[src/rtl/aclk_ratio_pkg.sv]
package aclk_ratio_pkg;
    localparam int SEL_W = 3;
    localparam int NUM_W = 11;
    localparam int DEN_W = 13;
    localparam int ACC_W = DEN_W + 1;
    localparam int FOLD_STEPS = 8;

    typedef enum logic [1:0] {
        ST_LOAD   = 2'd0,
        ST_RUN    = 2'd1,
        ST_RETUNE = 2'd2
    } gen_state_e;

    typedef struct packed {
        logic [NUM_W-1:0] num;
        logic [DEN_W-1:0] den;
    } ratio_t;
endpackage

[src/rtl/aclk_ratio_table.sv]
module aclk_ratio_table
    import aclk_ratio_pkg::*;
(
    input  logic [SEL_W-1:0] sel,
    input  logic             trim_en,
    input  logic             trim_up,
    output ratio_t           ratio
);
    logic [NUM_W-1:0] base_num;

    always_comb begin
        base_num = NUM_W'(1024);
        ratio.den = DEN_W'(2250);
        unique case (sel)
            3'd0: ratio.den = DEN_W'(2250);
            3'd1: ratio.den = DEN_W'(3375);
            3'd2: ratio.den = DEN_W'(4500);
            3'd3: ratio.den = DEN_W'(6750);
            3'd4: begin base_num = NUM_W'(1568); ratio.den = DEN_W'(3750); end
            3'd5: begin base_num = NUM_W'(1568); ratio.den = DEN_W'(2500); end
            3'd6: begin base_num = NUM_W'(1568); ratio.den = DEN_W'(7500); end
            3'd7: ratio.den = DEN_W'(1125);
            default: ratio.den = DEN_W'(2250);
        endcase
        if (!trim_en)
            ratio.num = base_num;
        else if (trim_up)
            ratio.num = base_num + NUM_W'(1);
        else
            ratio.num = base_num - NUM_W'(1);
    end
endmodule

[src/rtl/aclk_ratio_ctrl.sv]
module aclk_ratio_ctrl
    import aclk_ratio_pkg::*;
(
    input  logic       clk,
    input  logic       rst_n,
    input  ratio_t     live_ratio,
    output gen_state_e state,
    output ratio_t     held_ratio
);
    gen_state_e state_q, state_d;
    ratio_t     held_q;

    always_ff @(posedge clk) begin
        if (!rst_n) begin
            state_q <= ST_LOAD;
            held_q  <= '0;
        end else begin
            state_q <= state_d;
            held_q  <= live_ratio;
        end
    end

    always_comb begin
        state_d = ST_RUN;
        unique case (state_q)
            ST_LOAD:   state_d = ST_RUN;
            ST_RUN:    state_d = (live_ratio != held_q) ? ST_RETUNE : ST_RUN;
            ST_RETUNE: state_d = (live_ratio != held_q) ? ST_RETUNE : ST_RUN;
            default:   state_d = ST_LOAD;
        endcase
    end

    assign state      = state_q;
    assign held_ratio = held_q;

    // a changed ratio is always handled in the retune state
    a_r7_change_retunes: assert property (@(posedge clk) disable iff (!rst_n)
        ($past(state_q) != ST_LOAD && held_q != $past(held_q)) |-> state_q == ST_RETUNE);

    // every trimmed or plain ratio stays below one
    a_r4_ratio_below_one: assert property (@(posedge clk) disable iff (!rst_n)
        (state_q != ST_LOAD) |-> ({2'b00, held_q.num} < held_q.den));
endmodule

[src/rtl/aclk_phase_acc.sv]
module aclk_phase_acc
    import aclk_ratio_pkg::*;
(
    input  logic       clk,
    input  logic       rst_n,
    input  gen_state_e state,
    input  ratio_t     ratio,
    output logic       ce
);
    logic [ACC_W-1:0] acc_q;
    logic [ACC_W-1:0] sum;
    logic [ACC_W-1:0] den_x;
    logic             wrap;
    logic [ACC_W-1:0] stage [FOLD_STEPS+1];

    assign den_x    = ACC_W'(ratio.den);
    assign sum      = acc_q + ACC_W'(ratio.num);
    assign wrap     = (sum >= den_x);
    assign stage[0] = sum;

    for (genvar i = 0; i < FOLD_STEPS; i++) begin : g_fold
        assign stage[i+1] = (stage[i] >= den_x) ? stage[i] - den_x : stage[i];
    end

    always_ff @(posedge clk) begin
        if (!rst_n) begin
            acc_q <= '0;
            ce    <= 1'b0;
        end else begin
            unique case (state)
                ST_LOAD: begin
                    acc_q <= '0;
                    ce    <= 1'b0;
                end
                ST_RUN: begin
                    acc_q <= stage[1];
                    ce    <= wrap;
                end
                ST_RETUNE: begin
                    acc_q <= stage[FOLD_STEPS];
                    ce    <= wrap;
                end
                default: begin
                    acc_q <= '0;
                    ce    <= 1'b0;
                end
            endcase
        end
    end

    // with a steady denominator the phase stays below it
    a_r6_acc_in_range: assert property (@(posedge clk) disable iff (!rst_n)
        ($past(state) != ST_LOAD && state != ST_LOAD && ratio.den == $past(ratio.den))
        |-> acc_q < den_x);

    // the load state clears the phase and gives no pulse
    a_r8_load_quiet: assert property (@(posedge clk) disable iff (!rst_n)
        (state == ST_LOAD) |=> (acc_q == '0 && !ce));
endmodule

[src/rtl/aclk_ratio_gen.sv]
module aclk_ratio_gen
    import aclk_ratio_pkg::*;
(
    input  logic             clk,
    input  logic             rst_n,
    input  logic [SEL_W-1:0] aud_sel,
    input  logic             trim_en,
    input  logic             trim_up,
    output logic             ce_out
);
    ratio_t     live_ratio;
    ratio_t     held_ratio;
    gen_state_e state;

    aclk_ratio_table u_table (
        .sel     (aud_sel),
        .trim_en (trim_en),
        .trim_up (trim_up),
        .ratio   (live_ratio)
    );

    aclk_ratio_ctrl u_ctrl (
        .clk        (clk),
        .rst_n      (rst_n),
        .live_ratio (live_ratio),
        .state      (state),
        .held_ratio (held_ratio)
    );

    aclk_phase_acc u_acc (
        .clk   (clk),
        .rst_n (rst_n),
        .state (state),
        .ratio (held_ratio),
        .ce    (ce_out)
    );
endmodule

[config.mk]
export PLATFORM = sky130hd
export DESIGN_NAME = aclk_ratio_gen
export DESIGN_NICKNAME = d
export VERILOG_FILES = /design/src/rtl/aclk_ratio_pkg.sv /design/src/rtl/aclk_ratio_table.sv /design/src/rtl/aclk_ratio_ctrl.sv /design/src/rtl/aclk_phase_acc.sv /design/src/rtl/aclk_ratio_gen.sv
export SDC_FILE = /design/constraint.sdc
export NUM_CORES = 1
export LEC_CHECK = 0
export BUFFER_PORTS_ARGS = -buffer_cell sky130_fd_sc_hd__buf_2
export CAP_MARGIN = 15
export CORE_MARGIN = 1
export CORE_UTILIZATION = 65
export CTS_CLUSTER_DIAMETER = 150
export DETAILED_ROUTE_END_ITERATION = 8
export PLACE_DENSITY = 0.83
export SLEW_MARGIN = 30
export SYNTH_ARGS = -nofsm -noshare
export SYNTH_HDL_FRONTEND = slang
export SYNTH_SLANG_ARGS = --single-unit
[constraint.sdc]
create_clock -name clk -period 24.9 [get_ports clk]
set_input_delay 1.245 -clock clk [delete_from_list [all_inputs] [get_ports clk]]
set_output_delay 1.245 -clock clk [all_outputs]
set_load 0.05 [all_outputs]
* Word level (Yosys, flattened, before mapping)
Index checks and enable logic that the tools add are counted.
** Storage, ports and cells
- Flip-flop bits (word level) :: 41
- Input port bits :: 7
- Output and inout bits :: 1
- Word-level logic and storage cells :: 54
** Operators by class
- Add/sub/neg operators :: 11
- Magnitude comparators :: 8
- Equality and inequality tests :: 10
- Muxes and demuxes :: 15
- Reductions and logical operators :: 5
** Operators by type and width (number)
- >= comparator 14 x 13 -> 1 bit :: 8
- two-way mux 14 bit :: 8
- subtractor 14 x 13 -> 14 bit :: 8
- one-hot mux 13 bit (8 select lines) :: 1
- one-hot mux 14 bit (2 select lines) :: 1
- inequality test 24 bit :: 1
- two-way mux 11 bit :: 2
- adder 14 x 11 -> 14 bit :: 1
- equality test 3 bit, second input constant :: 4
- adder 11 x 1 -> 11 bit, second input constant :: 1
- subtractor 11 x 1 -> 11 bit, second input constant :: 1
- two-way mux 10 bit :: 1
- equality test 3 x 2 -> 1 bit, second input constant :: 2
- one-hot mux 2 bit (2 select lines) :: 1
- equality test 3 x 1 -> 1 bit, second input constant :: 1
- zero test 3 bit :: 1
- OR reduction 3 bit :: 1
- equality test 2 x 1 -> 1 bit, second input constant :: 1
- equality test 2 bit, second input constant :: 1
- zero test 2 bit :: 1
- two-way mux 2 bit :: 1
- AND reduction 2 bit :: 1
- OR reduction 2 bit :: 1

* Longest topological paths before layout
Gate-level depths: netlist (run 1).
- Depth after elaboration :: 18
- Mapped depth :: 107

* By module
Synthesis (run 1) repeated with hierarchy kept, for this count alone.
** Unflattened totals
- Cells, all modules :: 1088
- Area total of the unflattened synthesis :: 8902.3 µm²
** By module, submodules not included
- aclk_phase_acc :: instances 1, cells each 959, area each 7586.0 µm², seq. area each 300.3 µm²
- aclk_ratio_ctrl :: instances 1, cells each 92, area each 1018.5 µm², seq. area each 520.5 µm²
- aclk_ratio_table :: instances 1, cells each 37, area each 297.8 µm², seq. area each 0.0 µm²

* Worst setup path after synthesis (run 1)
No wires, ideal clock.
- Path type :: reg2reg
- From :: register u_ctrl.held_q (netlist bit u_ctrl.held_ratio[13])
- To :: register u_acc.acc_q[13]
- Setup time :: 0.086 ns
- Arrival :: 21.200 ns
- Required time :: 24.814 ns
- Slack :: 3.614 ns
- Cell stages (with the launch flop) :: 102
- Buffers on the path :: 2
- Cells stage by stage :: dfxtp_1 > ha_1 > inv_1 > fa_1 > nor2b_1 > o21ai_0 > o22ai_1 > o22ai_1 > a21oi_1 > xor2_1 > ha_1 > nand2_1 > o211ai_1 > o311ai_1 > nand2b_1 > nor3_1 > nor2_1 > a21oi_1 > (+66 left out) > nand2_1 > nor4_1 > mux2i_1 > nand2_2 > mux2_2 > ha_1 > fa_1 > nor2b_1 > o21ai_0 > a21boi_0 > o21ai_0 > a21boi_0 > o21bai_1 > a21boi_0 > o31ai_1 > or3b_2 > o31a_1 > a221oi_2
** On the way
- Word-level cells in the longest chain between the ends :: 18
- Elaborated cells on any way between the ends :: 26
- Classes of those cells :: 9 x add/sub; 8 x order compare; 9 x mux
** Ends and longest elaborated chain
- from (decl) :: line aclk_ratio_ctrl.sv:11 : ratio_t held_q;
- from (signal assigned) :: line aclk_ratio_ctrl.sv:19 : held_q <= live_ratio;
- adder 14 x 11 -> 14 bit (*) :: line aclk_phase_acc.sv:17 : assign sum = acc_q + ACC_W'(ratio.num);
- subtractor 14 x 13 -> 14 bit / >= comparator 14 x 13 -> 1 bit (equally long branches) :: line aclk_phase_acc.sv:22 : assign stage[i+1] = (stage[i] >= den_x) ? stage[i] - den_x : stage[i];
- two-way mux 14 bit (*) :: line aclk_phase_acc.sv:22
- subtractor 14 x 13 -> 14 bit / >= comparator 14 x 13 -> 1 bit (equally long branches) :: line aclk_phase_acc.sv:22
- two-way mux 14 bit :: line aclk_phase_acc.sv:22
- subtractor 14 x 13 -> 14 bit / >= comparator 14 x 13 -> 1 bit (equally long branches) :: line aclk_phase_acc.sv:22
- two-way mux 14 bit :: line aclk_phase_acc.sv:22
- subtractor 14 x 13 -> 14 bit / >= comparator 14 x 13 -> 1 bit (equally long branches) :: line aclk_phase_acc.sv:22
- (+2 left out)
- two-way mux 14 bit :: line aclk_phase_acc.sv:22
- subtractor 14 x 13 -> 14 bit / >= comparator 14 x 13 -> 1 bit (equally long branches) :: line aclk_phase_acc.sv:22
- two-way mux 14 bit :: line aclk_phase_acc.sv:22
- subtractor 14 x 13 -> 14 bit / >= comparator 14 x 13 -> 1 bit (equally long branches) :: line aclk_phase_acc.sv:22
- two-way mux 14 bit :: line aclk_phase_acc.sv:22
- subtractor 14 x 13 -> 14 bit / >= comparator 14 x 13 -> 1 bit (equally long branches) :: line aclk_phase_acc.sv:22
- two-way mux 14 bit :: line aclk_phase_acc.sv:22
- one-hot mux 14 bit (2 select lines) (*) :: line aclk_phase_acc.sv:30 : unique case (state)
- to (signal assigned) :: line aclk_phase_acc.sv:36 : acc_q <= stage[1];
- to (signal assigned) :: line aclk_phase_acc.sv:40 : acc_q <= stage[FOLD_STEPS];
- to (decl) :: line aclk_phase_acc.sv:10 : logic [ACC_W-1:0] acc_q;
Every way passes the cells marked *; elsewhere a longest branch is shown, timed or not.
A chain may end at the register's enable or synchronous reset.

* Worst setup path after layout (run 1)
- From :: register u_ctrl.held_q (netlist bit u_ctrl.held_ratio[13])
- To :: register u_acc.acc_q[12]
Same word-level chain as after synthesis.

==> results.md, run 1 <==
- The flow ran to the end, and the final reports show no timing, DRC or antenna violations.
- The clock drives 36 sinks.
- The capturing point of the worst reg2reg path is u_acc.acc_q[12].
- The combined area of all synthesized cells is 8890 um^2.
- The global placement routability congestion is 1.06.
- The initial antenna violation count is 0.
- On the critical path, the stage with the largest delay is an instance of or4_1.
- Measured along the y axis, the die boundary spans between 100 and 150 um.
- The delay contributed by the slowest stage of the critical path is 0.58 ns.
- The H-tree level count is 2.
- For this configuration, the core starts out at a cell density of 66.9%.
- Along the worst path, the maximum fanout reaches 19.
- Dividing the detail-routed via count by the number of cells gives 6.96.
- The most common cell in the synthesized netlist is ha_1.
- The number of antenna diodes in the final layout is 0.
- Counting flops with an async set or reset pin after synthesis yields a share of 0%.
- The shortest clock period the worst path allows after layout is approximately 24 ns.
- After clock tree synthesis, the clock-pin slew on the worst setup and hold paths is around 0.06 ns.
- The share of Yosys cell area claimed by the top area cell type is 17.6%.
- The number of nets handed over by synthesis was ~1.4k.
- Global routing used between 30% and 40% of the available tracks.
- At the pin with the least slew margin, the transition time is roughly 0.85 ns.
- The number of buffers on the longest clock path is 2.
- The worst endpoint data arrival time is about 24 ns.
- In the final layout, the share of cells above drive strength 1 is 8.47%.
- The launching point of the worst reg2reg path is u_ctrl.held_ratio[13].
- The path class of the tightest hold or removal check is register to register.
- By count the netlist is led by ha_1 (125), nor2_1 (120), nand2_1 (91), a21oi_1 (85), o21ai_0 (77).
- The yosys synthesis warning count is 0.
- The end point of the worst hold path is u_ctrl.state[0].
- Once detail routing completed, the nets flagged for antenna violations numbered 0.
- The instance count of the mapped netlist is 1214.
- The area added between synthesis and finish is 5.52%.
- The number of I/O port buffers is 7.
- Timing would allow up to around 42 MHz.
- The cell type with the largest total area after synthesis is ha_1.
- The first-pass GRT wire length is 43600 um.
- Dividing the detail-routed wire length by the instance count gives 20.2 um.
- Summed over all layers, the routed wires come to ~28000 um.
- The post-synthesis cell type count is 83.
- The origin of the worst min-delay path is u_ctrl.state[0].
- The die covers 14200 um^2.
- The sequential fraction of the synthesis area is 8.11%.
- The number of rows in the core area is 42.
- The largest clock skew in the final design is about 0.0038 ns.
- The required time of the critical path is 25.11 ns.
- The synthesized design contains 36 register bits.
- The worst setup path is captured at a register.
- The global route total overflow is 0.
- The worst slew margin relative to its limit is 42.7%.
- The later-pin clock latency in the skew report is 0.28 ns.
- The maximum number of pins on one net before global-route repair is 20.
- The number of hold-repair buffers added at the cts stage is 0.
- Detailed placement finished with a half-perimeter wire length of 21600 um.
- The final hold violation count came to 0.
- Setup violations remaining at the end of the flow were counted as 0.
- The cell at the root of the clock tree is clkbuf_16.
- The final core area utilization is 70.6%.
- The number of cells on the worst hold path is 2.
- Of the available clock period, the critical path in the final layout requires 94.9%.
- The clock tree from TritonCTS is done.
- Buffers inserted during clock tree synthesis total 5.
- The max-slew violation total from the final report is 0.
- The critical path is of the register to register type.
- The synthesized area divided by synthesized cell count is about 7.3 um^2.
- In this design, the critical path's most frequently occurring cell is ha_1.
- The horizontal extent of the die is approximately 120 um.
- The most used flip-flop cell after synthesis is dfxtp_1.
- Counting cells, the worst reg-to-reg path comes to 97.
- The number of enable flip-flop cells after synthesis is 0.
- The kind of launch point of the worst setup path is a register.
- The number of nets at the end of the flow is 1356.
- The number of DRC violations after detailed routing is 0.
- In this run the standard cell core region covers between 10000 and 15000 um^2.
- The number of top-level pins is 8.
- The detailed-route via count is 9684.
- By area the synthesized netlist is led by ha_1 (18%), dfxtp_1 (8.1%), xnor2_1 (5.1%).
- The first TritonRoute pass finished after 6 iterations.
- The number of global-route vias before repair is 8581.
- The number of max-cap violations is 0.
- Across all register-to-register paths, the minimum setup slack is 1.27 ns.
- The first-iteration detailed-routing DRC count is 1233.
## per-layer routing
metal | vias up | share of wire (%) | GRT usage [%]
met5 | - | 0 | 0
met4 | 0 | 4.5 | 14.6
met3 | 115 | 11 | 6.99
met2 | 562 | 44 | 62.1
met1 | 4460 | 40 | 51.0
li1 | 4547 | - | -
## layout make-up
cell class                 instances  area (um^2)
clock inverter                     2         13.8
inverter                          70          263
sequential                        36          721
fill                            1125         3910
tap                              176          220
multi-input combinational       1087         7930
clock buffer                       6          139
timing repair buffer              15         95.1
## registers in the layout (all words and copies together), names as in the netlist
signal / flops
u_acc.acc_q: 14
u_ctrl.state: 2
u_ctrl.held_ratio: 19
u_acc.ce: 1
## what timing repair did
item	in CTS	in global routing
endpoints found under the setup margin	0	14
resized for setup	0	26
buffers inserted	0	4
hold endpoints to repair	0	0
## worst max path at each step
stage                     slack [ns]              end                   from
after floorplan                 3.61  u_acc.acc_q[13]  u_ctrl.held_ratio[13]
after global placement          1.34   u_acc.acc_q[7]  u_ctrl.held_ratio[17]
after detailed placement        0.41  u_acc.acc_q[11]  u_ctrl.held_ratio[13]
after CTS                       0.22  u_acc.acc_q[11]  u_ctrl.held_ratio[13]
after global routing           -0.07  u_acc.acc_q[12]  u_ctrl.held_ratio[17]
final                           1.27  u_acc.acc_q[12]  u_ctrl.held_ratio[13]
## layout by cell type (no fill, tap or decap), types with 11 or more instances in the layout
| cell type | count |
|---|---|
| ha_1 | 125 |
| nor2_1 | 117 |
| nand2_1 | 89 |
| a21oi_1 | 83 |
| o21ai_0 | 76 |
| inv_1 | 70 |
| xnor2_1 | 52 |
| a21o_1 | 46 |
| nor3_1 | 38 |
| dfxtp_1 | 36 |
| o21a_1 | 27 |
| mux2_2 | 27 |
| xor2_1 | 26 |
| nor2b_1 | 24 |
| nand4_1 | 24 |
| nand3_1 | 23 |
| mux2i_1 | 22 |
| nand2b_1 | 20 |
| a31oi_1 | 18 |
| o211ai_1 | 16 |
| a211oi_1 | 14 |
| a21boi_0 | 14 |
| and3_1 | 12 |
| or2_2 | 12 |
| and2_1 | 11 |
## kinds of logic (layout without fill, tap and decap cells)
group	after synthesis	count (layout)	synth area share, %
AO/OA/AOI/OAI	400	400	30.2
flip-flops	36	36	8.11
AND/OR/NAND/NOR	417	419	23.3
multiplexers	56	56	6.95
XOR/XNOR	78	78	7.68
buffers and inverters	93	93	4.11
adder cells (fa/ha/maj)	134	134	19.6
## critical path, delay by kind of cell, from the launching register on
family,cells,cell delay [ns]
AO/OA/AOI/OAI,39,9.11
AND/OR/NAND/NOR,33,6.84
adder cells (fa/ha/maj),12,3.89
multiplexers,7,2.53
buffers and inverters,5,0.59
flip-flops,1,0.35
XOR/XNOR,1,0.20
## metrics by stage
stage | cell area [um^2] | TNS, ns | setup WS [ns] | std cells | hold slack, ns
final | 9380 | 0 | 1.27 | 1392 | 0.606
after global routing | 9380 | -0.153 | -0.0730 | 1392 | 0.632
after CTS | 9230 | 0 | 0.216 | 1386 | 0.608
after detailed placement | 9070 | 0 | 0.407 | 1378 | 0.590
after global placement | 9070 | 0 | 1.34 | 1378 | 0.584
after floorplan | 8890 | 0 | 3.61 | 1214 | 0.558
Power of run 1 is left out: the tool's default activity adds up to more than one toggle a clock period on the data nets, which glitch-free logic cannot reach.
==> inputs of run 2 (changes only) <==
Settings changed: ABC_AREA set to 1.
==> run 2 against run 1 <==
  * Critical endpoint is now u_acc.acc_q[13]
  * Clock-buffer cell count grew 1
  * Register-to-register slack improved by 4.5 ns
  * Sequential share of layout area up 0.20 points
  * Hold slack gained 0.0071 ns
  * Utilization down 1.5 points
  * Clock skew decreased by 0.0010 ns
  * Worst setup slack better by 4.5 ns
  * Highest routed layer is now met5
==> results.md, run 2 <==
- The initial antenna violation count was 1 (+1).
- The clock transition at the registers of the reported paths came to 0.05 ns (about the same).
- The sequential fraction of the synthesis area came to 8.18% (+0.077 points).
- The period utilization is 76.8% (-18 points).
- The number of global-route vias before repair is 8694 (+1.3%).
- The overall die height is 118 um (-0.47%).
- The global placement routability congestion is 1.01 (-3.8%).
- The share of Yosys cell area claimed by the top area cell type is 20.5% (+3.0 points).
- The later-pin clock latency in the skew report is 0.28 ns (about the same).
- The compound-gate portion of the synthesized area is 17.0% (-13 points).
- The highest clock frequency the design can meet is 52.3 MHz (+24%).
- The worst slew margin relative to its limit is 44.4% (+1.7 points).
- The fraction of the mapped netlist area in adder cells is 19.8% (+0.19 points).
- The horizontal extent of the die was 118 um (-0.47%).
- The number of gates resized after CTS is 0 (unchanged).
- The shortest clock period the worst path allows after layout is 19.11 ns (-4.52 ns).
- The actual transition at the worst max-transition pin was 0.830 ns (-0.0178 ns).
- The synthesized area divided by synthesized cell count was 5.99 um^2 (-18%).
- The depth of the worst register-to-register path is 104 (+7.2%).
- The flip-flop count of the largest register after layout is 19 (unchanged).
- The share of synthesized registers carrying an async set or reset is 0% (unchanged).
- The number of hold-repair buffers added at the cts stage is 0 (unchanged).
- The average detailed-routed wire length per instance is 15.3 um (-24%).
- The number of cells on the worst hold path is 2 (unchanged).
- The yosys synthesis warning count was 0 (unchanged).
- The number of rows in the core area is 42 (unchanged).
- Among all cell types in the netlist, the one instantiated most often is nand2_1.
- The number of enable flip-flop cells after synthesis is 0 (unchanged).
- The fraction of synthesized area in multiplexers is 0% (-7.0 points).
- The worst setup path is captured at a register.
- The iteration count of the initial detailed-routing pass is 7 (+1).
- The cell type with the largest total area after synthesis is nand2_1.
- The critical path is of the register to register type.
- The required time of the critical path was 25.05 ns (-0.06 ns).
- The post-synth net total is 1611 (+19%).
- The instance count of the mapped netlist is 1470 (+21%).
- The cell area after placement is 8970 um^2 (-1.2%).
- The number of clock buffers inserted by TritonCTS was 5 (unchanged).
- The clock sink total came to 36 (unchanged).
- The routing usage on met3 is 3.72% (-3.3 points).
- The aggregate negative setup slack is 0 ns (unchanged).
- The post-synthesis cell type count is 50 (-40%).
- The number of max-cap violations was 0 (unchanged).
- The final hold violation count came to 0 (unchanged).
- The area added between synthesis and finish is 3.88%.
- The critical-path maximum fanout is 26 (+7).
- The number of antenna cells inserted is 0 (unchanged).
- The placeable core area is 13200 um^2 (-0.40%).
- The largest clock skew in the final design is 0.00278 ns (-0.00103 ns).
- The buffer count from post-CTS setup fixing came to 0 (unchanged).
- The post-layout worst setup margin is 5.79 ns (+4.52 ns).
- The fraction of layout instances using a drive strength above 1 came to 5.03% (-3.4 points).
- The most prevalent standard cell on the critical path is nand2_1.
- The post-synthesis share of cell area spent on and, or, nand and nor gates is 33.8% (+10 points).
- The flip-flop and latch count after synthesis was 36 (unchanged).
- The fraction of met1 tracks used by global routing came to 50.4% (-0.57 points).
- The first-iteration detailed-routing DRC count is 858 (-30%).
- The first-pass GRT wire length is 41400 um (-4.8%).
- After synthesis, the cell types taking the most area are nand2_1 (21%), ha_1 (18%), inv_1 (9.1%).
- The most used flip-flop cell after synthesis is dfxtp_1.
- The number of vias per cell is 5.69 (-18%).
- The standard cell with the maximum stage delay on the critical path is fa_1.
- The max-slew violation total from the final report is 0 (unchanged).
- The floorplan die area is 14000 um^2 (-0.93%).
- The initial cell density of the core is 66.5% (-0.37 points).
- The number of nets at the end of the flow is 1611 (+19%).
- The library cell used most frequently in the layout, excluding fill and tap cells, is nand2_1.
- The worst endpoint data arrival time came to 19.26 ns (-4.58 ns).
- The largest family of logic cells by synthesized area is simple AND/OR/NAND/NOR gates.
- TritonCTS built the clock tree.
- The number of I/O port buffers is 7 (unchanged).
- The fraction of synthesized cell area in xor and xnor cells is 10.2% (+2.6 points).
- The total half-perimeter wirelength after legalization and detailed placement is 20300 um (-5.9%).
- The worst slack at placement is 6.16 ns (+5.75 ns).
- The run finished with clean final reports.
- The H-tree level count came to 2 (unchanged).
- The detailed-route via count is 9366 (-3.3%).
- The overall global routing resource usage is 36.6% (-2.0 points).
- In this run the clock root is driven by a clkbuf_16.
- Leaving out fill and tap cells, the most frequent cells in the layout are nand2_1 (482), inv_1 (213), ha_1 (125), a21oi_1 (117), nor2_1 (92).
- The global route total overflow is 0 (unchanged).
- The number of buffers on the longest clock path is 2 (unchanged).
- The met2 capacity usage during global routing came to 59.6% (-2.5 points).
- The delay contributed by the slowest stage of the critical path is 0.49 ns (-0.09 ns).
- Setup repair after global routing left no endpoint under its margin.
- The global routing stage identified its most utilized layer as met2.
- The worst setup path is launched from a register.
- The design area is 9150 um^2 (-2.5%).
- The count of final setup violators is 0 (unchanged).
- The combined area of all synthesized cells is 8810 um^2 (-0.94%).
- The number of top-level pins was 8 (unchanged).
- The count of antenna-violating nets left after detailed routing is 0 (unchanged).
- The maximum number of pins on one net before global-route repair is 27 (+35%).
- The type of the tightest min-delay check is register to register.
- The detailed-route wire length is 25100 um (-11%).
- Sorting the synthesized cells by how often they occur yields nand2_1 (482), inv_1 (213), ha_1 (125), a21oi_1 (117), nor2_1 (92).
- The number of DRC violations after detailed routing was 0 (unchanged).
[run 2: cell count changes after synthesis, moves of 28 or more]
cell / change
a21oi_1: +32
xor2_1: +33
o21ai_0: -40
inv_1: +143
nand2_1: +391
a21o_1: -31
nor2_1: -28
nand3_1: +45
mux2_2: -28
nor3_1: -32
[run 2: through the flow]
step	util (%)	hold slack [ns]	instances
global placement	67.7	0.574	1639
global route	69.1	0.646	1647
floorplan	-	0.557	1470
CTS	69.1	0.606	1647
finish	69.1	0.613	1647
detailed placement	67.7	0.600	1639
[run 2: cell families (layout without fill, tap and decap cells)]
family | Yosys count | after routing
xor+xnor | 103 | 103
flops | 36 | 36
simple gates | 704 | 704
fa+ha+maj | 134 | 134
buf+inv | 240 | 241
compound gates | 253 | 253
[run 2: final cells by class]
| class | count | area (um^2) |
|---|---|---|
| repair buffers | 13 | 80.1 |
| fillers | 1269 | 4090 |
| clock buffers | 7 | 153 |
| inverters | 220 | 830 |
| clock inverters | 1 | 30.0 |
| well taps | 176 | 220 |
| multi-input cells | 1194 | 7120 |
| flip-flops and latches | 36 | 721 |
[run 2: final timing paths]
path	startpoint	endpoint	slack, ns
min reg2reg	u_ctrl.state[1]	u_ctrl.state[0]	0.61
max reg2reg	u_ctrl.held_ratio[17]	u_acc.acc_q[13]	5.79
max	u_ctrl.held_ratio[17]	u_acc.acc_q[13]	5.79
min	u_ctrl.state[1]	u_ctrl.state[0]	0.61
[run 2: worst max-delay path, delay by kind of cell (launching register included)]
family	cells	cell delay, ns
and+or+nand+nor	43	5.53
DFF	1	0.41
adders and majority gates	15	5.00
xor gates and xnor gates	1	0.24
buffers and inverters	13	0.95
AOI/OAI and AO/OA	32	6.83
[run 2: per-layer routing]
layer  routed length (um)  share of wire (%)  up-vias
met5                   11              0.044        -
met1                11500                 46     4174
met2                11000                 44      356
met4                  697                2.8        2
li1                     -                  -     4781
met3                 1940                7.7       53
Power of run 2 is left out for the same reason.
